## config.mk

```make
export PLATFORM = sky130hd
export DESIGN_NAME = apb_dtimer
export DESIGN_NICKNAME = d
export VERILOG_FILES = /design/src/rtl/dtmr_pkg.sv /design/src/rtl/dtmr_apb_regs.sv /design/src/rtl/dtmr_counter.sv /design/src/rtl/dtmr_irq_stat.sv /design/src/rtl/apb_dtimer.sv
export SDC_FILE = /design/constraint.sdc
export NUM_CORES = 1
export LEC_CHECK = 0
export ABC_AREA = 1
export BUFFER_PORTS_ARGS = -buffer_cell sky130_fd_sc_hd__buf_2
export CAP_MARGIN = 20
export CORE_MARGIN = 8
export CORE_UTILIZATION = 55
export DETAILED_ROUTE_END_ITERATION = 16
export HOLD_SLACK_MARGIN = 0.1
export PLACE_DENSITY = 0.89
export SYNTH_ARGS = -nofsm -noshare
export SYNTH_HDL_FRONTEND = slang
export SYNTH_SLANG_ARGS = --single-unit
```

## constraint.sdc

```tcl
create_clock -name clk -period 4.6 [get_ports clk]
set_input_delay 0.92 -clock clk [delete_from_list [all_inputs] [get_ports clk]]
set_output_delay 0.92 -clock clk [all_outputs]
set_load 0.1 [all_outputs]
```

## src/rtl/dtmr_pkg.sv

```systemverilog
package dtmr_pkg;

    localparam int unsigned DATA_W = 32;
    localparam int unsigned ADDR_W = 8;

    localparam logic [ADDR_W-1:0] OFS_START    = 8'h00;
    localparam logic [ADDR_W-1:0] OFS_COUNT    = 8'h04;
    localparam logic [ADDR_W-1:0] OFS_CTRL     = 8'h08;
    localparam logic [ADDR_W-1:0] OFS_ACK      = 8'h0C;
    localparam logic [ADDR_W-1:0] OFS_STAT     = 8'h10;
    localparam logic [ADDR_W-1:0] OFS_SYS_STAT = 8'hA0;
    localparam logic [ADDR_W-1:0] OFS_SYS_ACK  = 8'hA4;
    localparam logic [ADDR_W-1:0] OFS_SYS_RAW  = 8'hA8;
    localparam logic [ADDR_W-1:0] OFS_VERSION  = 8'hAC;

    // packed: enable lands on bit 0, periodic on bit 1, mask on bit 2
    typedef struct packed {
        logic mask;
        logic periodic;
        logic enable;
    } ctrl_t;

    localparam int unsigned CTRL_W = $bits(ctrl_t);

    typedef enum logic [3:0] {
        SEL_START,
        SEL_COUNT,
        SEL_CTRL,
        SEL_ACK,
        SEL_STAT,
        SEL_SYS_STAT,
        SEL_SYS_ACK,
        SEL_SYS_RAW,
        SEL_VERSION,
        SEL_NONE
    } reg_sel_e;

    function automatic reg_sel_e decode_addr(input logic [ADDR_W-1:0] a);
        reg_sel_e s;
        case (a)
            OFS_START:    s = SEL_START;
            OFS_COUNT:    s = SEL_COUNT;
            OFS_CTRL:     s = SEL_CTRL;
            OFS_ACK:      s = SEL_ACK;
            OFS_STAT:     s = SEL_STAT;
            OFS_SYS_STAT: s = SEL_SYS_STAT;
            OFS_SYS_ACK:  s = SEL_SYS_ACK;
            OFS_SYS_RAW:  s = SEL_SYS_RAW;
            OFS_VERSION:  s = SEL_VERSION;
            default:      s = SEL_NONE;
        endcase
        return s;
    endfunction

    function automatic logic is_ack_sel(input reg_sel_e s);
        return (s == SEL_ACK) || (s == SEL_SYS_ACK);
    endfunction

endpackage

```

## src/rtl/dtmr_apb_regs.sv

```systemverilog
module dtmr_apb_regs
    import dtmr_pkg::*;
#(
    parameter int unsigned CNT_W   = 32,
    parameter logic [31:0] VERSION = 32'h0001_0200
) (
    input  logic              clk,
    input  logic              rst,
    input  logic              psel,
    input  logic              penable,
    input  logic              pwrite,
    input  logic [ADDR_W-1:0] paddr,
    input  logic [DATA_W-1:0] pwdata,
    input  logic [CNT_W-1:0]  count,
    input  logic              raw_st,
    input  logic              masked_st,
    output logic [DATA_W-1:0] prdata,
    output logic [CNT_W-1:0]  start_q,
    output ctrl_t             ctrl_q,
    output logic              ack_pulse
);

    reg_sel_e sel;
    logic     wr_en;
    logic     rd_done;

    assign sel     = decode_addr(paddr);
    assign wr_en   = psel && penable && pwrite;
    assign rd_done = psel && penable && !pwrite;

    assign ack_pulse = rd_done && is_ack_sel(sel);

    always_ff @(posedge clk) begin
        if (rst) begin
            start_q <= '0;
            ctrl_q  <= '0;
        end else if (wr_en) begin
            if (sel == SEL_START) start_q <= pwdata[CNT_W-1:0];
            if (sel == SEL_CTRL)  ctrl_q  <= ctrl_t'(pwdata[CTRL_W-1:0]);
        end
    end

    always_comb begin
        prdata = '0;
        if (psel && !pwrite) begin
            case (sel)
                SEL_START:    prdata = DATA_W'(start_q);
                SEL_COUNT:    prdata = DATA_W'(count);
                SEL_CTRL:     prdata = DATA_W'(ctrl_q);
                SEL_STAT:     prdata = DATA_W'(masked_st);
                SEL_SYS_STAT: prdata = DATA_W'(masked_st);
                SEL_SYS_RAW:  prdata = DATA_W'(raw_st);
                SEL_VERSION:  prdata = VERSION;
                default:      prdata = '0;
            endcase
        end
    end

endmodule

```

## src/rtl/dtmr_counter.sv

```systemverilog
module dtmr_counter
    import dtmr_pkg::*;
#(
    parameter int unsigned CNT_W = 32
) (
    input  logic             clk,
    input  logic             rst,
    input  ctrl_t            ctrl,
    input  logic [CNT_W-1:0] start_val,
    output logic [CNT_W-1:0] count,
    output logic             run_d,
    output logic             zero_evt
);

    localparam logic [CNT_W-1:0] CNT_MAX = '1;

    logic             first_tick;
    logic [CNT_W-1:0] reload_val;

    assign first_tick = ctrl.enable && !run_d;
    assign zero_evt   = ctrl.enable && run_d && (count == '0);
    assign reload_val = ctrl.periodic ? start_val : CNT_MAX;

    always_ff @(posedge clk) begin
        if (rst) begin
            count <= '0;
            run_d <= 1'b0;
        end else begin
            run_d <= ctrl.enable;
            if (first_tick) begin
                count <= start_val;
            end else if (zero_evt) begin
                count <= reload_val;
            end else if (ctrl.enable) begin
                count <= count - CNT_W'(1);
            end
        end
    end

endmodule

```

## src/rtl/dtmr_irq_stat.sv

```systemverilog
module dtmr_irq_stat (
    input  logic clk,
    input  logic rst,
    input  logic zero_evt,
    input  logic ack,
    input  logic mask,
    output logic raw_st,
    output logic irq
);

    always_ff @(posedge clk) begin
        if (rst) begin
            raw_st <= 1'b0;
        end else if (zero_evt) begin
            raw_st <= 1'b1;
        end else if (ack) begin
            raw_st <= 1'b0;
        end
    end

    assign irq = raw_st && !mask;

endmodule

```

## src/rtl/apb_dtimer.sv

```systemverilog
module apb_dtimer
    import dtmr_pkg::*;
#(
    parameter int unsigned CNT_W   = 32,
    parameter logic [31:0] VERSION = 32'h0001_0200
) (
    input  logic              clk,
    input  logic              rst,
    input  logic              psel,
    input  logic              penable,
    input  logic              pwrite,
    input  logic [ADDR_W-1:0] paddr,
    input  logic [DATA_W-1:0] pwdata,
    output logic [DATA_W-1:0] prdata,
    output logic              pready,
    output logic              pslverr,
    output logic              irq
);

    ctrl_t            ctrl_q;
    logic [CNT_W-1:0] start_q;
    logic [CNT_W-1:0] count;
    logic             run_d;
    logic             zero_evt;
    logic             ack_pulse;
    logic             raw_st;
    logic             irq_int;

    assign pready  = 1'b1;
    assign pslverr = 1'b0;
    assign irq     = irq_int;

    dtmr_apb_regs #(.CNT_W(CNT_W), .VERSION(VERSION)) u_regs (
        .clk       (clk),
        .rst       (rst),
        .psel      (psel),
        .penable   (penable),
        .pwrite    (pwrite),
        .paddr     (paddr),
        .pwdata    (pwdata),
        .count     (count),
        .raw_st    (raw_st),
        .masked_st (irq_int),
        .prdata    (prdata),
        .start_q   (start_q),
        .ctrl_q    (ctrl_q),
        .ack_pulse (ack_pulse)
    );

    dtmr_counter #(.CNT_W(CNT_W)) u_cnt (
        .clk       (clk),
        .rst       (rst),
        .ctrl      (ctrl_q),
        .start_val (start_q),
        .count     (count),
        .run_d     (run_d),
        .zero_evt  (zero_evt)
    );

    dtmr_irq_stat u_stat (
        .clk      (clk),
        .rst      (rst),
        .zero_evt (zero_evt),
        .ack      (ack_pulse),
        .mask     (ctrl_q.mask),
        .raw_st   (raw_st),
        .irq      (irq_int)
    );

endmodule

```

## Yosys cells after proc, flatten, opt, wreduce, memory -nomap -nowiden

Cells that the tools add are included.

- Logic and storage cells: 54
- Bits in registers: 69
- Output and inout port bits: 35
- Input port bits: 45

- $add $sub $neg: 1
- Mux-type cells: 9
- Reductions and logical operators: 21
- Equality and inequality tests: 16

Operators with widths:

| cell | count |
|---|---|
| $pmux 32 s6 | 1 |
| $mux 32 | 5 |
| $pmux 4 s9 | 1 |
| $eq 8x8->1 const B | 4 |
| $logic_not 32->1 | 1 |
| $sub 32x1->32 const B | 1 |
| $eq 4x3->1 const B | 4 |
| $eq 8x4->1 const B | 2 |
| $logic_and 1x1->1 | 9 |
| $eq 4x2->1 const B | 2 |
| $eq 8x3->1 const B | 1 |
| $eq 8x5->1 const B | 1 |
| $logic_not 8->1 | 1 |
| $eq 4x1->1 const B | 1 |
| $eq 4x4->1 const B | 1 |
| $logic_not 4->1 | 1 |
| $reduce_and 2->1 | 2 |
| $logic_not 1->1 | 3 |
| $reduce_bool 3->1 | 1 |
| $mux 1 | 2 |
| $reduce_bool 2->1 | 1 |
| $reduce_or 2->1 | 1 |
| $logic_or 1x1->1 | 1 |

## Longest topological paths before layout

- Depth after elaboration: 7
- Gate-level depth with buffers: 12

## Modules after synthesis

Synthesis repeated with hierarchy kept, for this count alone.

- Cell total of the unflattened synthesis: 920
- Area total of the unflattened synthesis: 5469.0 µm²

Modules (own cells, without submodules):

| module | sequential area each (µm²) | instances | cells each | area an instance (µm²) |
|---|---|---|---|---|
| dtmr_counter | 660.6 | 1 | 548 | 2926.6 |
| dtmr_apb_regs | 700.7 | 1 | 361 | 2472.4 |
| dtmr_irq_stat | 20.0 | 1 | 7 | 47.5 |
| apb_dtimer | 0.0 | 1 | 4 | 22.5 |

## Worst setup path after synthesis

No wires, ideal clock.

- Path type: input-to-output
- Start: in paddr[5]
- End: out prdata[10]
- Stages on the path: 8
- Setup slack: 0.397 ns
- Required time: 3.680 ns
- Arrival: 3.283 ns
- Cell sequence: nor2_1 -> nand3_1 -> inv_1 -> nand2_2 -> inv_2 -> buf_1 -> nand2_1 -> a21oi_1

- Cells in the longest elaborated chain, start to end: 6

Ends and longest elaborated chain:

| what | RTL line | source |
|---|---|---|
| start: declaration | apb_dtimer.sv:12 | `input logic [ADDR_W-1:0] paddr,` |
| $eq 8x8->1, or another cell as far along | dtmr_pkg.sv:40 | `case (a)` |
| $pmux 4 s9 * | dtmr_pkg.sv:40 |  |
| $eq 4x3->1 | dtmr_apb_regs.sv:46 | `case (sel)` |
| $reduce_or 2->1 (no line) | - |  |
| $pmux 32 s6 * | dtmr_apb_regs.sv:46 |  |
| $mux 32 * | dtmr_apb_regs.sv:45 | `if (psel && !pwrite) begin` |
| end: declaration | apb_dtimer.sv:14 | `output logic [DATA_W-1:0] prdata,` |

Mark *: on every way between the ends. The rest lies on a longest branch, timed or not.

## Worst setup path after layout

- Start: in paddr[2]
- End: out prdata[8]

The elaborated chain is that of the path after synthesis.

==> summary.txt <==
Placed design
  • GPL Wtd Cong: 0.9540
  • IO Port Bufs: 77
  • Final HPWL DP: 10.12 mm

Clock network
  • Total CTS buffers: 9
  • Clk sinks: 69
  • CTS tree: done
  • H-tree Lvls: 3
  • Clock transition at the registers of the reported paths: 70 ps
  • Post_cts resized: 0
  • CTS root buf: clkbuf_8
  • Clock latency reported for the late side of the worst-skew pair: 350 ps
  • Clock buffer depth: 2
  • CTS Hold Bufs: 0
  • Post-CTS setup buffers: 0

Detailed routing
  • DR iter-0 viols: 348
  • ANT nets after route: 0
  • Vias: 5323
  • DRT Wirelength: 14.47 mm
  • Drt first pass iters: 7
  • Residual DRC: 0
  • DR WL/cell: 15.36 µm
  • Vias/cell: 5.651

Floorplanning
  • IO Count: 80
  • Num rows: 33
  • Initial Util: 0.5683
  • Core area: 8258 µm²
  • Die W: 108.4 µm
  • Die height: 108.4 µm
  • Die area: 11750 µm²

Global routing
  • Largest net degree at the start of global routing: 65
  • Vias in the first global route: 5062
  • GRT Residual Overflow: 0
  • First-pass GRT wire length: 24.09 mm
  • GR Util All Layers: 0.2530
  • Initial antenna violation count: 0

Logic synthesis
  • Simple-Gate Fraction of Synth Area: 0.3204
  • Post-Synth Adder-Cell Area: 0.002666
  • Post-synthesis cell count: 776
  • Commonest register cell after synthesis: dfxtp_1
  • Largest family of logic cells by synthesized area: simple AND/OR/NAND/NOR gates
  • Syn Nets: 822
  • Mapped cell area: 4693 µm²
  • EDFF count, synth: 0
  • Seq/Total Area, Yosys: 0.2943
  • FF+latch count, synth: 69
  • Mux contribution to synthesized area: 0
  • Fraction of registers with async set/reset: 0
  • Yosys cell types: 39
  • Yosys Warn Count: 0
  • Post-Syn Area per Cell: 6.048 µm²
  • Post-synthesis xor/xnor area fraction: 0.02613
  • Compound-cell area share of the yosys netlist: 0.2255

Cells and area
  • Fillers: 830
  • Area of the multi-input gates: 2705 µm²
  • Number of diodes: 0
  • Fin util: 0.6448
  • Share of cells above drive strength 1: 0.1577
  • Layout Area Growth over Synthesis: 13.46%
  • Register area: 1381 µm²
  • Fin nets: 878
  • Commonest non-fill, non-tap cell in the layout: nand2_1
  • Most frequent cells in the layout: nand2_1 (179), inv_1 (108), a21oi_1 (97), nor2_1 (80), buf_2 (77)

Timing
  • Peak Freq: 261.4 MHz
  • Fin crit period: 3825 ps
  • Hold Vio Cnt, Final: 0
  • Setup TNS: 0 ps
  • Relative slew slack: 0.3927
  • Slew of the pin with the lowest slew margin: 909.6 ps
  • Period utilization: 0.8315
  • Final Max Slew Viols: 0
  • Final setup fails: 0
  • Clock skew: 7.928 ps
  • RSZ-0062 raised after global routing: false

Setup path
  • Worst r2r path cells: 11
  • Critical path data required time: 3680 ps
  • CP Cell Sequence: buf_2 -> inv_1 -> nand2_1 -> nor2_1 -> a21boi_0 -> nor2_1 -> nand4_1 -> nand2_1 -> buf_4 -> a21oi_1 -> buf_2
  • Worst setup SP type: primary input
  • Family with the most delay on the worst path: buffers and inverters
  • Critical path arrival: 2900 ps
  • Crit Path Category: primary input to primary output
  • Peak fanout along the critical path: 11
  • Worst flop-to-flop path endpoint: u_cnt.count[18]
  • CP max stage delay: 440 ps
  • Crit-path slowest cell: buf_2
  • Worst flop-to-flop path startpoint: u_cnt.count[0]
  • Critical path buffers and inverters: 4
  • Reg2Reg Setup Slack: 2210 ps
  • Worst Setup End Kind: primary output

Min path
  • Worst Hold End: u_regs.ctrl_q[2]
  • Hold path start: u_regs.ctrl_q[2]
  • Hold crit path type: flop to flop
  • Hold Path Depth: 2

Power and ir drop
  • PD cells: 228.5 nW/µm²
  • Worst vdd ir: 0.0001625 V
  • Leakage: 0.002345 µW

Outcome
  • Status: finished, final reports clean

Job
  • Max-cap check violation count: 0
[worst max path at each step]
stage / depth (start not counted) / from / end
after CTS: 11 / paddr[2] / prdata[28]
after floorplan: 8 / paddr[5] / prdata[10]
after global routing: 12 / paddr[1] / prdata[31]
after detailed placement: 11 / paddr[2] / prdata[28]
final: 11 / paddr[2] / prdata[8]
after global placement: 11 / paddr[2] / prdata[27]
[power breakdown]
part           switching [µW]  total, µW  internal (µW)  leakage [µW]
Sequential              0.116        597            597      0.000555
Combinational            35.2       55.6           20.4       0.00168
Clock                     245        564            319      0.000112
[state kept, by name, indices dropped and copies added (netlist names)]
name,count
u_cnt.count,32
u_cnt.run_d,1
u_regs.ctrl_q,3
u_regs.start_q,32
u_stat.raw_st,1
[layout make-up]
cell class,instances,share of cell area
timing repair buffer,82,0.08318
clock inverter,6,0.01621
tap,105,0.02467
clock buffer,10,0.02585
sequential,69,0.2594
multi-input combinational,553,0.5080
inverter,117,0.08271
[through the flow]
step / std cells / total power (µW) / setup WS [ps] / cell area (µm²) / hold WS, ps
finish: 942 / 1217 / 775.0 / 5325 / 485.5
global route: 942 / 1248 / 515.1 / 5325 / 519.4
CTS: 941 / 1213 / 805.6 / 5298 / 487.7
detailed placement: 925 / 663.2 / 812.8 / 5074 / 475.2
global placement: 925 / 662.7 / 885.6 / 5074 / 473.4
floorplan: 776 / 639.8 / 397.5 / 4693 / 448.4
[worst reg2reg max path: stages, from the launching register on]
cell     delay, ps
dfxtp_1        320
inv_1          160
ha_1           290
nand2_1        120
nor2_2         180
nand2_2        130
nor2_4         120
nand3_4        230
nor2_4         320
nand2_1        100
a21oi_1        200
nor2_1          60
[metal layers]
layer | vias up | routed length (µm) | part of all wire | GRT usage
met3 | 31 | 1270 | 0.088 | 0.04343
met5 | - | 0 | 0 | 0
met4 | 0 | 287 | 0.020 | 0.08993
li1 | 2630 | - | - | -
met2 | 264 | 6724 | 0.46 | 0.4255
met1 | 2398 | 6185 | 0.43 | 0.3179
[logic make-up after synthesis]
| group | after synthesis |
|---|---|
| buffers and inverters | 154 |
| AO/OA/AOI/OAI | 196 |
| adder cells (fa/ha/maj) | 1 |
| XOR/XNOR | 14 |
| flip-flops | 69 |
| other | 2 |
| AND/OR/NAND/NOR | 340 |
[Yosys cell counts, types with 2 or more instances]
library cell  instances  area share
o21ai_0              57       0.061
buf_4                 4      0.0064
a21oi_2               6       0.011
inv_2                 6      0.0048
nor3_1                4      0.0043
conb_1                2      0.0016
buf_1                 5      0.0040
nor2_1               80       0.064
nand3_1              32       0.034
buf_2                 4      0.0043
o211ai_1              4      0.0064
nor2_2                4      0.0053
nand2_2               5      0.0067
a21oi_1              97        0.10
clkbuf_1             23       0.018
clkinv_1              2      0.0016
nand4_1              20       0.027
inv_1               108       0.086
o22ai_1              26       0.035
nand3b_1              3      0.0048
a31oi_1               2      0.0027
nand2_1             179        0.14
nor2_4                6       0.014
dfxtp_1              69        0.29
xor2_1               14       0.026
No activity file was read; power rests on OpenSTA's default activity.
